===== src/rtl/i2c_tx_master.sv =====
module i2c_tx_master #(
  parameter int CW = 8
) (
  input  logic          clk,
  input  logic          rst_n,
  input  logic          wr_en,
  input  logic [7:0]    wr_data,
  input  logic          go_start,
  input  logic          stop_req,
  input  logic          irq_clr,
  input  logic          irq_en,
  input  logic [2:0]    frame_bits,
  input  logic          lsb_first,
  input  logic [CW-1:0] lo_cyc,
  input  logic [CW-1:0] hi_cyc,
  input  logic          sda_in,
  output logic          scl_o,
  output logic          sda_o,
  output logic          bus_busy,
  output logic          tx_empty,
  output logic          irq_flag,
  output logic          irq,
  output logic          nack
);

  typedef enum logic [3:0] {
    S_IDLE, S_START, S_WAIT, S_BLO, S_BHI, S_ALO, S_AHI, S_SLO, S_SHI, S_SEND
  } st_t;

  st_t           st;
  logic [CW-1:0] cnt;
  logic [7:0]    dreg, sreg;
  logic [3:0]    left;
  logic          lsb_r, full, stop_pend, scl_r, sda_r;

  wire [CW-1:0] lo_len = (lo_cyc == '0) ? CW'(1) : lo_cyc;
  wire [CW-1:0] hi_len = (hi_cyc == '0) ? CW'(1) : hi_cyc;
  wire          last   = (cnt == '0);
  wire          take   = (st == S_WAIT) && full;
  wire          begin_start = (st == S_IDLE) && go_start && !bus_busy;
  wire          start_done  = (st == S_START) && last;
  wire          ack_done    = (st == S_AHI) && last;
  wire          stop_done   = (st == S_SEND) && last;
  wire [3:0]    nbits  = (frame_bits == 3'd0) ? 4'd8 : {1'b0, frame_bits};
  wire          first_bit = lsb_first ? dreg[0] : dreg[7];
  wire          next_bit  = lsb_r ? sreg[1] : sreg[6];
  wire [7:0]    sreg_nx   = lsb_r ? {1'b0, sreg[7:1]} : {sreg[6:0], 1'b0};

  assign scl_o = scl_r;
  assign sda_o = sda_r;
  assign irq   = irq_flag & irq_en;

  always_ff @(posedge clk or negedge rst_n) begin
    if (!rst_n) begin
      st    <= S_IDLE;
      cnt   <= '0;
      sreg  <= '0;
      left  <= '0;
      lsb_r <= 1'b0;
      scl_r <= 1'b1;
      sda_r <= 1'b1;
    end else begin
      if (!last) cnt <= cnt - CW'(1);
      case (st)
        S_IDLE:
          if (begin_start) begin
            st    <= S_START;
            sda_r <= 1'b0;
            cnt   <= hi_len - CW'(1);
          end
        S_START:
          if (last) begin
            st    <= S_WAIT;
            scl_r <= 1'b0;
          end
        S_WAIT:
          if (full) begin
            sreg  <= dreg;
            lsb_r <= lsb_first;
            left  <= nbits;
            sda_r <= first_bit;
            st    <= S_BLO;
            cnt   <= lo_len - CW'(1);
          end else if (stop_pend) begin
            sda_r <= 1'b0;
            st    <= S_SLO;
            cnt   <= lo_len - CW'(1);
          end
        S_BLO:
          if (last) begin
            scl_r <= 1'b1;
            st    <= S_BHI;
            cnt   <= hi_len - CW'(1);
          end
        S_BHI:
          if (last) begin
            scl_r <= 1'b0;
            cnt   <= lo_len - CW'(1);
            if (left > 4'd1) begin
              sreg  <= sreg_nx;
              sda_r <= next_bit;
              left  <= left - 4'd1;
              st    <= S_BLO;
            end else begin
              sda_r <= 1'b1;
              st    <= S_ALO;
            end
          end
        S_ALO:
          if (last) begin
            scl_r <= 1'b1;
            st    <= S_AHI;
            cnt   <= hi_len - CW'(1);
          end
        S_AHI:
          if (last) begin
            scl_r <= 1'b0;
            st    <= S_WAIT;
          end
        S_SLO:
          if (last) begin
            scl_r <= 1'b1;
            st    <= S_SHI;
            cnt   <= hi_len - CW'(1);
          end
        S_SHI:
          if (last) begin
            sda_r <= 1'b1;
            st    <= S_SEND;
            cnt   <= hi_len - CW'(1);
          end
        S_SEND:
          if (last) st <= S_IDLE;
        default: st <= S_IDLE;
      endcase
    end
  end

  always_ff @(posedge clk or negedge rst_n) begin
    if (!rst_n) begin
      bus_busy  <= 1'b0;
      full      <= 1'b0;
      dreg      <= '0;
      tx_empty  <= 1'b0;
      irq_flag  <= 1'b0;
      nack      <= 1'b0;
      stop_pend <= 1'b0;
    end else begin
      if (begin_start)    bus_busy <= 1'b1;
      else if (stop_done) bus_busy <= 1'b0;

      full <= (full && !take) || wr_en;
      if (wr_en) dreg <= wr_data;

      if (wr_en)                    tx_empty <= 1'b0;
      else if (take || start_done)  tx_empty <= 1'b1;

      if (start_done || ack_done) irq_flag <= 1'b1;
      else if (irq_clr)           irq_flag <= 1'b0;

      if (ack_done) nack <= sda_in;

      if (stop_done)                  stop_pend <= 1'b0;
      else if (stop_req && bus_busy)  stop_pend <= 1'b1;
    end
  end

  AST_SDA_STILL_WHILE_SCL_HIGH: assert property (@(posedge clk) disable iff (!rst_n)
    (scl_o && $past(scl_o) && st != S_START && st != S_SEND) |-> sda_o == $past(sda_o));

  AST_NO_START_WHEN_BUSY: assert property (@(posedge clk) disable iff (!rst_n)
    (bus_busy && st != S_START) |=> st != S_START);

  AST_WRITE_CLEARS_EMPTY: assert property (@(posedge clk) disable iff (!rst_n)
    wr_en |=> !tx_empty);

  AST_IRQ_CLEARED: assert property (@(posedge clk) disable iff (!rst_n)
    (irq_clr && !start_done && !ack_done) |=> !irq_flag);

  AST_NACK_ONLY_AT_ACK: assert property (@(posedge clk) disable iff (!rst_n)
    (st != S_AHI) |=> $stable(nack));

  AST_BUS_FREED_RELEASED: assert property (@(posedge clk) disable iff (!rst_n)
    $fell(bus_busy) |-> (st == S_IDLE && scl_o && sda_o));

endmodule


===== config.mk =====
export PLATFORM = sky130hd
export DESIGN_NAME = i2c_tx_master
export DESIGN_NICKNAME = d
export VERILOG_FILES = /design/src/rtl/i2c_tx_master.sv
export SDC_FILE = /design/constraint.sdc
export NUM_CORES = 1
export LEC_CHECK = 0
export BUFFER_PORTS_ARGS = -buffer_cell sky130_fd_sc_hd__buf_2
export CAP_MARGIN = 20
export CORE_UTILIZATION = 45
export DETAILED_ROUTE_END_ITERATION = 7
export PLACE_DENSITY = 0.66
export SLEW_MARGIN = 20
export SYNTH_ARGS = -nofsm -noshare
export SYNTH_HDL_FRONTEND = slang
export SYNTH_SLANG_ARGS = --single-unit

===== constraint.sdc =====
create_clock -name clk -period 2.5 [get_ports clk]
set_clock_uncertainty 0.15 [all_clocks]
set_input_delay 0.375 -clock clk [delete_from_list [all_inputs] [get_ports clk]]
set_output_delay 0.375 -clock clk [all_outputs]
set_load 0.01 [all_outputs]

==> impl_metrics.tcl, run 1 <==
set metrics [dict create \
    status "finished with violations" \
    violations "negative hold slack" \
    ant_nets 0 \
    syn_avg_cell_area_sq_um 9.02 \
    p_int_mw 1.25 \
    clk_path_buf_depth 2 \
    vias 2379 \
    slew_viol_final 0 \
    syn2layout_area_growth_pct 19.2 \
    hold_viol_final 18 \
    tightest_slew_ps 530 \
    cts_root_buf "clkbuf_8" \
    combPwrFrac 0.220 \
    clkPwrFrac 0.304 \
    stdcell_count 425 \
    syn_area_sq_um 2660 \
    hold_class "primary input to async pin" \
    multi_input_area_sq_um 1510 \
    clock_latency_ps 300 \
    crit_fanout 2 \
    synth.yosys.warnings 0 \
    r2r_cells 8 \
    firstDrtPassIters 4 \
    worstSetupEndpointType "flip-flop" \
    ys_async_sr_fraction 1.00 \
    period_minus_slack_ps 2260 \
    timing.fmax_mhz 443 \
    synth.distinct_cells 59 \
    clkTransAtPathRegs_ps 80 \
    path_buf_inv 1 \
    swShare 0.296 \
    grt_setup_unrepaired "no" \
    drc 0 \
    seqPwrFrac 0.475 \
    p_leak_nw 1.34 \
    rows 27 \
    synthCells 295 \
    gr-usage-all-layers 0.213 \
    port_buffers 42 \
    ff2ff_setup_slack_ps 250 \
    ys_seq_area_frac 0.387 \
    regArea_sq_um 1030 \
    cts-resized-gates 0 \
    num_io_pins 43 \
    fin_nets 393 \
    die_width_microns 78.9 \
    crit_family "simple AND/OR/NAND/NOR gates" \
    die_area_sq_um 6220 \
    antenna_found_initial 0 \
    drt-initial-drc-count 194 \
    rr_endpoint "sreg[1]" \
    crit_arrival_ps 2260 \
    relSlewSlack 0.647 \
    hold_buffers 0 \
    place.gp.congestion 0.853 \
    cts_setup_buffers 0 \
    final_cell_mix "42 x buf_2, 39 x dfrtp_1, 27 x nor2_1, 23 x a21oi_1" \
    setup_tns_ps 0 \
    cp_data_required_time_ps 2510 \
    dieHeight_microns 78.9 \
    cts_tree "done" \
    dp_hpwl_microns 4520 \
    fillers 520 \
    power.switching_uw 528 \
    path_cells "buf_2, or3_1, nor4b_1, nor2_1, ha_1, nor3b_1, xnor2_1, a21oi_1, o31ai_1, a22oi_1" \
    avgViaCountPerCell 5.60 \
    max_stage_delay_ps 390 \
    finalCritPeriodShare 0.902 \
    max-cap-violations 0 \
    cts_made_buffers 5 \
    antennaDiodeCount 0 \
    post_drt_wl_per_cell_microns 14.3 \
    syn_nets 336 \
    grt_pass1_vias 2286 \
    layout_commonest_cell "buf_2" \
    start_kind "primary input" \
    grt_first_pass_wirelength_microns 10400 \
    grt_max_degree 42 \
    htree_levels 2 \
    whs_ps -23.7 \
    grt-ovfl-total 0 \
    ir_worst_vdd_uv 356 \
    slowest_stage "or3_1" \
    power_density_nw_per_um2 562 \
    synth-edff-count 0 \
    ys_ff_latch 41 \
    initial_core_util 0.474 \
    drive_gt1_frac 0.263 \
    synth_ff_type "dfrtp_1" \
    dp_cells 417 \
    timing.rr.start "cnt[0]" \
    finalSetupViolCount 0 \
    crit_type "primary input to flip-flop" \
    core_sq_um 5610 \
    wl_microns 6060 \
    cts_sinks 41 \
]
through the flow:
stage	util	instance area, sq um	hold WS (ps)	setup slack [ps]	power (mW)
final	0.565	3170	-23.7	244	1.78
after CTS	0.565	3170	17.4	241	1.79
after floorplan	-	2660	-70.6	149	1.09
after detailed placement	0.546	3060	338	-62.1	1.25
after global placement	0.546	3060	321	-15.0	1.23
after global routing	0.565	3170	36.0	50.4	1.88
final cells by class:
| class | count | area share |
|---|---|---|
| Clock buffer | 6 | 0.0229 |
| Clock inverter | 2 | 0.0122 |
| Inverter | 14 | 0.0166 |
| Multi-Input combinational cell | 226 | 0.477 |
| Sequential cell | 41 | 0.324 |
| Tap cell | 72 | 0.0284 |
| Timing Repair Buffer | 64 | 0.118 |
kinds of logic (layout without fill, tap and decap cells):
logic type / after synthesis / in the layout / synth area share
adders and majority gates: 6 / 6 / 0.0273
muxes: 22 / 22 / 0.0889
buffers and inverters: 28 / 86 / 0.0447
AOI/OAI and AO/OA: 92 / 92 / 0.223
xor gates and xnor gates: 10 / 10 / 0.0329
DFF: 41 / 41 / 0.387
and+or+nand+nor: 96 / 96 / 0.196
synthesized netlist by cell type (4+ instances only):
library cell	n	share of area
inv_1	14	0.020
mux2_2	11	0.047
a22oi_1	5	0.014
o21ai_1	16	0.030
o21ai_0	15	0.028
dfrtp_1	39	0.37
a21oi_1	23	0.043
nor3b_1	6	0.017
nand2_1	22	0.031
xnor2_1	7	0.023
mux2i_1	9	0.034
nor2_1	27	0.038
clkbuf_1	7	0.0099
buf_2	5	0.0094
nor3_1	7	0.013
or3_1	4	0.0094
nand3_1	5	0.0094
o31ai_1	4	0.011
ha_1	5	0.024
power by group through the flow:
| stage | Clock, mW | Combinational (mW) | Sequential, mW |
|---|---|---|---|
| final | 0.542 | 0.392 | 0.847 |
| after global routing | 0.572 | 0.446 | 0.862 |
| after CTS | 0.553 | 0.395 | 0.846 |
| after detailed placement | 0 | 0.393 | 0.860 |
| after global placement | 0 | 0.379 | 0.854 |
| after floorplan | 0 | 0.263 | 0.832 |
worst max path at each step:
stage,cells past startpoint,endpoint,start
floorplan,9,cnt[4],lo_cyc[3]
global placement,10,cnt[4],lo_cyc[3]
detailed placement,10,cnt[4],lo_cyc[3]
CTS,10,cnt[4],lo_cyc[3]
global route,10,cnt[4],lo_cyc[3]
finish,10,cnt[4],lo_cyc[3]
worst reg2reg max path, cell delays in order (launching register included):
cell	delay (ps)
dfrtp_1	430
inv_1	80
ha_1	230
nor4b_4	240
and2_2	340
a41oi_2	260
buf_4	270
nand2_1	80
o21ai_1	50
flip-flops by register name (all words and copies together) (netlist names):
name / flops
st: 4
lsb_r: 1
bus_busy: 1
scl_o: 1
full: 1
irq_flag: 1
tx_empty: 1
nack: 1
dreg: 8
stop_pend: 1
sda_o: 1
left: 4
cnt: 8
sreg: 8
routing by layer:
layer	global-route usage	part of all wire	vias up
li1	-	-	1188
met1	0.284	0.47	1108
met2	0.357	0.47	76
met3	0.0368	0.052	7
met4	0.0600	0.011	0
met5	0	0	-
No activity file was read; power rests on OpenSTA's default activity.
==> run 2, diff against run 1 <==
- CORE_UTILIZATION: 45 -> 35
- PLACE_DENSITY: 0.66 -> not set
==> run 2 against run 1 <==
Compared with the run above: the run now ends clean; utilization is 13 points lower; total power shrank 6.2%; flip-flop and latch count did not move; critical path type unchanged; die area increased by 28%.
==> impl_metrics.tcl, run 2 (synthesized netlist as in run 1, its figures left out) <==
set metrics [dict create \
    max-cap-violations 0 \
    core_sq_um 7290 \
    final_cell_mix "42 x buf_2, 39 x dfrtp_1, 27 x nor2_1, 23 x a21oi_1, 23 x buf_4" \
    timing.fmax_mhz 443 \
    cts_tree "done" \
    ant_nets 0 \
    hold_viol_final 0 \
    regArea_sq_um 1030 \
    die_width_microns 89.2 \
    clock_latency_ps 300 \
    antennaDiodeCount 0 \
    relSlewSlack 0.636 \
    cts_made_buffers 5 \
    dp_hpwl_microns 4800 \
    fin_nets 395 \
    drive_gt1_frac 0.268 \
    status "finished, final reports clean" \
    hold_class "primary input to flip-flop" \
    dp_cells 445 \
    grt_setup_unrepaired "no" \
    fillers 770 \
    drt-initial-drc-count 127 \
    multi_input_area_sq_um 1520 \
    grt_first_pass_wirelength_microns 10900 \
    cts_root_buf "clkbuf_8" \
    grt_pass1_vias 2333 \
    tightest_slew_ps 546 \
    vias 2391 \
    power_density_nw_per_um2 522 \
    crit_type "primary input to flip-flop" \
    port_buffers 42 \
    crit_arrival_ps 2260 \
    largestRegisters "cnt (8), dreg (8), sreg (8)" \
    whs_ps 109 \
    stdcell_count 454 \
    place.gp.congestion 0.867 \
    finalSetupViolCount 0 \
    p_leak_nw 1.34 \
    dieHeight_microns 89.2 \
    firstDrtPassIters 4 \
    drc 0 \
    rows 31 \
    gr-usage-all-layers 0.178 \
    start_kind "primary input" \
    cp_data_required_time_ps 2500 \
    ir_worst_vdd_uv 315 \
    wl_microns 6220 \
    grt_max_degree 18 \
    slew_viol_final 0 \
    utilization 0.439 \
    antenna_found_initial 0 \
    clk_path_buf_depth 2 \
    finalCritPeriodShare 0.902 \
    post_drt_wl_per_cell_microns 13.7 \
    cts_sinks 41 \
    avgViaCountPerCell 5.27 \
    worstSetupEndpointType "flip-flop" \
    die_area_sq_um 7950 \
    crit_fanout 2 \
    layout_commonest_cell "buf_2" \
    grt-ovfl-total 0 \
    initial_core_util 0.365 \
    clkTransAtPathRegs_ps 80 \
    period_minus_slack_ps 2260 \
    htree_levels 2 \
    num_io_pins 43 \
    syn2layout_area_growth_pct 20.3 \
]
==> run 2: changes by cell type in the layout (fill, tap and decap cells not counted), sizes merged <==
| cell | before | now |
|---|---|---|
| bufinv | 1 | 0 |
| buf | 64 | 65 |
| clkinv | 1 | 2 |
| dlygate4sd3 | 0 | 1 |
==> run 2: per-layer routing <==
layer	global-route usage	vias up	routed length, microns	part of all wire
met4	0.0462	0	57	0.0092
met2	0.305	43	2990	0.48
met5	0	-	0	0
li1	-	1193	-	-
met1	0.230	1150	2940	0.47
met3	0.0342	5	227	0.037
==> run 2: what timing repair did <==
action	4_1_cts	5_1_grt
endpoints found under the hold margin	10	0
resized for setup	0	1
endpoints found under the setup margin	0	1
setup buffers	0	0
hold buffers	1	0
==> run 2: worst paths after layout <==
check | cells past startpoint | from | end | slack (ps)
setup reg to reg | 5 | st[2] | sda_o | 290
setup / recovery | 10 | hi_cyc[3] | cnt[4] | 240
max in group asynchronous | 3 | rst_n | sda_o | 1310
hold reg to reg | 2 | scl_o | scl_o | 350
min in group asynchronous | 2 | rst_n | dreg[0] | 320
hold / removal | 2 | irq_clr | irq_flag | 110
==> run 2: worst max-delay path: stages <==
cell	delay, ps
buf_2	100
or4_1	540
nor2_1	150
a21oi_1	110
ha_1	200
nor3b_1	150
xnor2_1	210
a21oi_1	110
o31ai_1	230
a22oi_1	100
==> run 2: area by class of cell <==
cell class / instances / area share
clock inverter: 2 / 0.00313
inverter: 14 / 0.0164
clock buffer: 6 / 0.0227
sequential: 41 / 0.321
multi-input combinational: 226 / 0.475
timing repair buffer: 66 / 0.123
tap: 99 / 0.0387
==> run 2: power breakdown <==
group	internal, mW	leakage (nW)	switching (mW)
sequential	0.744	0.497	0.0974
clock	0.194	0.0450	0.241
combinational	0.211	0.798	0.184
total	1.15	1.34	0.522
==> run 2: stage by stage <==
step	setup slack (ps)	setup TNS, ps	power [mW]	cell area [sq um]
6_report	245	0	1.67	3200
3_5_place_dp	-64.8	-101	1.25	3100
4_1_cts	248	0	1.68	3190
3_3_place_gp	-22.5	-36.6	1.24	3100
2_1_floorplan	149	0	1.09	2660
5_1_grt	46.5	0	1.78	3200
==> run 3, diff against run 2 <==
- CORE_UTILIZATION: 35 -> 50
- CTS_BUF_LIST: not set -> sky130_fd_sc_hd__clkbuf_8
- PLACE_DENSITY: not set -> 0.72
- TNS_END_PERCENT: not set -> 10
==> run 3 against run 2 <==
Compared with the run above: routed wire length fell by 2.8%; sequential power rose by 0.8%; total power grew 7.9%; critical endpoint unchanged; sequential share of layout area up 0.050 points; register-to-register slack about the same; clock power grew 30%.
==> impl_metrics.tcl, run 3 (synthesized netlist as in run 1, its figures left out) <==
set metrics [dict create \
    status "finished, final reports clean" \
    start_kind "primary input" \
    fin_nets 395 \
    clkPwrFrac 0.314 \
    p_int_mw 1.28 \
    cp_data_required_time_ps 2500 \
    initial_core_util 0.521 \
    finalCritPeriodShare 0.913 \
    wl_microns 6040 \
    grt_first_pass_wirelength_microns 9890 \
    combPwrFrac 0.216 \
    num_io_pins 43 \
    finalPower_mw 1.80 \
    drt-initial-drc-count 143 \
    ant_nets 0 \
    fillers 468 \
    rows 26 \
    final_cell_mix "42 x buf_2, 39 x dfrtp_1, 27 x nor2_1, 23 x a21oi_1, 23 x buf_4" \
    grt_max_degree 31 \
    cts_root_buf "clkbuf_8" \
    htree_levels 2 \
    drc 0 \
    syn2layout_area_growth_pct 20.1 \
    period_minus_slack_ps 2280 \
    die_area_sq_um 5620 \
    swShare 0.292 \
    finalSetupViolCount 0 \
    multi_input_area_sq_um 1510 \
    met3_usage 0.0415 \
    die_width_microns 74.9 \
    p_leak_nw 1.35 \
    layout_commonest_cell "buf_2" \
    worstSetupEndpointType "flip-flop" \
    grt_setup_unrepaired "no" \
    grtUsageMet2 0.405 \
    firstDrtPassIters 4 \
    place.gp.congestion 0.896 \
    dp_hpwl_microns 4600 \
    cts_tree "done" \
    avgViaCountPerCell 5.65 \
    drive_gt1_frac 0.268 \
    ff2ff_setup_slack_ps 300 \
    grt_pass1_vias 2250 \
    dp_cells 416 \
    hold_viol_final 0 \
    critPathLaunch "lo_cyc[3]" \
    post_drt_wl_per_cell_microns 14.2 \
    gr-usage-all-layers 0.234 \
    largestRegisters "cnt (8), dreg (8), sreg (8)" \
    crit_type "primary input to flip-flop" \
    power_density_nw_per_um2 565 \
    crit_arrival_ps 2280 \
    antenna_found_initial 0 \
    clkTransAtPathRegs_ps 80 \
    cts_made_buffers 5 \
    relSlewSlack 0.675 \
    timing.fmax_mhz 438 \
    utilization 0.625 \
    slew_viol_final 0 \
    stdcell_count 425 \
    seqPwrFrac 0.470 \
    regArea_sq_um 1030 \
    dieHeight_microns 74.9 \
    setup_tns_ps 0 \
    timing.rr.start "st[3]" \
    clock_latency_ps 300 \
    port_buffers 42 \
    worstHoldStart "irq_clr" \
    grt-ovfl-total 0 \
    tightest_slew_ps 486 \
    grt_util_met1 0.296 \
    cts_sinks 41 \
    crit_fanout 2 \
    power.switching_uw 526 \
    core_sq_um 5110 \
    cts_setup_buffers 0 \
    vias 2403 \
    hold_class "primary input to flip-flop" \
    max-cap-violations 0 \
    busiest_layer "met2" \
    clk_path_buf_depth 2 \
    antennaDiodeCount 0 \
    ir_worst_vdd_uv 284 \
]
[run 3: cell type report]
| type | count | area share |
|---|---|---|
| Tap cell | 70 | 0.0274 |
| Multi-Input combinational cell | 226 | 0.474 |
| Sequential cell | 41 | 0.322 |
| Clock buffer | 6 | 0.0259 |
| Inverter | 14 | 0.0165 |
| Timing Repair Buffer | 66 | 0.123 |
| Clock inverter | 2 | 0.0118 |
[run 3: per-layer routing]
metal / up-vias / wire (microns) / part of all wire
met5: - / 0 / 0
met4: 0 / 82 / 0.014
li1: 1195 / - / -
met2: 46 / 2950 / 0.49
met1: 1154 / 2780 / 0.46
met3: 8 / 223 / 0.037
[run 3: critical path, stage by stage]
cell and delay, ps:
buf_2 100, or3_1 390, nor4b_1 330, nor2_1 110, ha_1 200, nor3b_1 150, xnor2_1 190, a21oi_1 100
o31ai_1 230, a22oi_1 110
[run 3: path summary, 6_finish.rpt]
kind,endpoint,cells past startpoint
max in group asynchronous,sda_o,3
max reg2reg,sda_o,5
min in group asynchronous,cnt[0],2
min reg2reg,sreg[0],2
max,cnt[4],10
min,irq_flag,2
[run 3: what timing repair did]
action / CTS / global route
gates resized for setup: 0 / 0
hold buffers: 1 / 0
hold endpoints to repair: 11 / 0
setup endpoints to repair: 0 / 0
[run 3: metrics by stage]
step	setup WS (ps)	hold WS [ps]	area (sq um)
6_report	218	113	3190
5_1_grt	7.96	127	3190
4_1_cts	237	110	3190
3_3_place_gp	-18.1	130	3060
3_5_place_dp	-73.4	128	3060
2_1_floorplan	149	-70.6	2660
[run 3: power groups by stage]
stage	clock network (mW)	logic, mW	registers (mW)
after detailed placement	0	0.389	0.861
after global placement	0	0.379	0.852
after CTS	0.575	0.392	0.848
final	0.566	0.390	0.848
after global routing	0.601	0.436	0.861
after floorplan	0	0.263	0.832
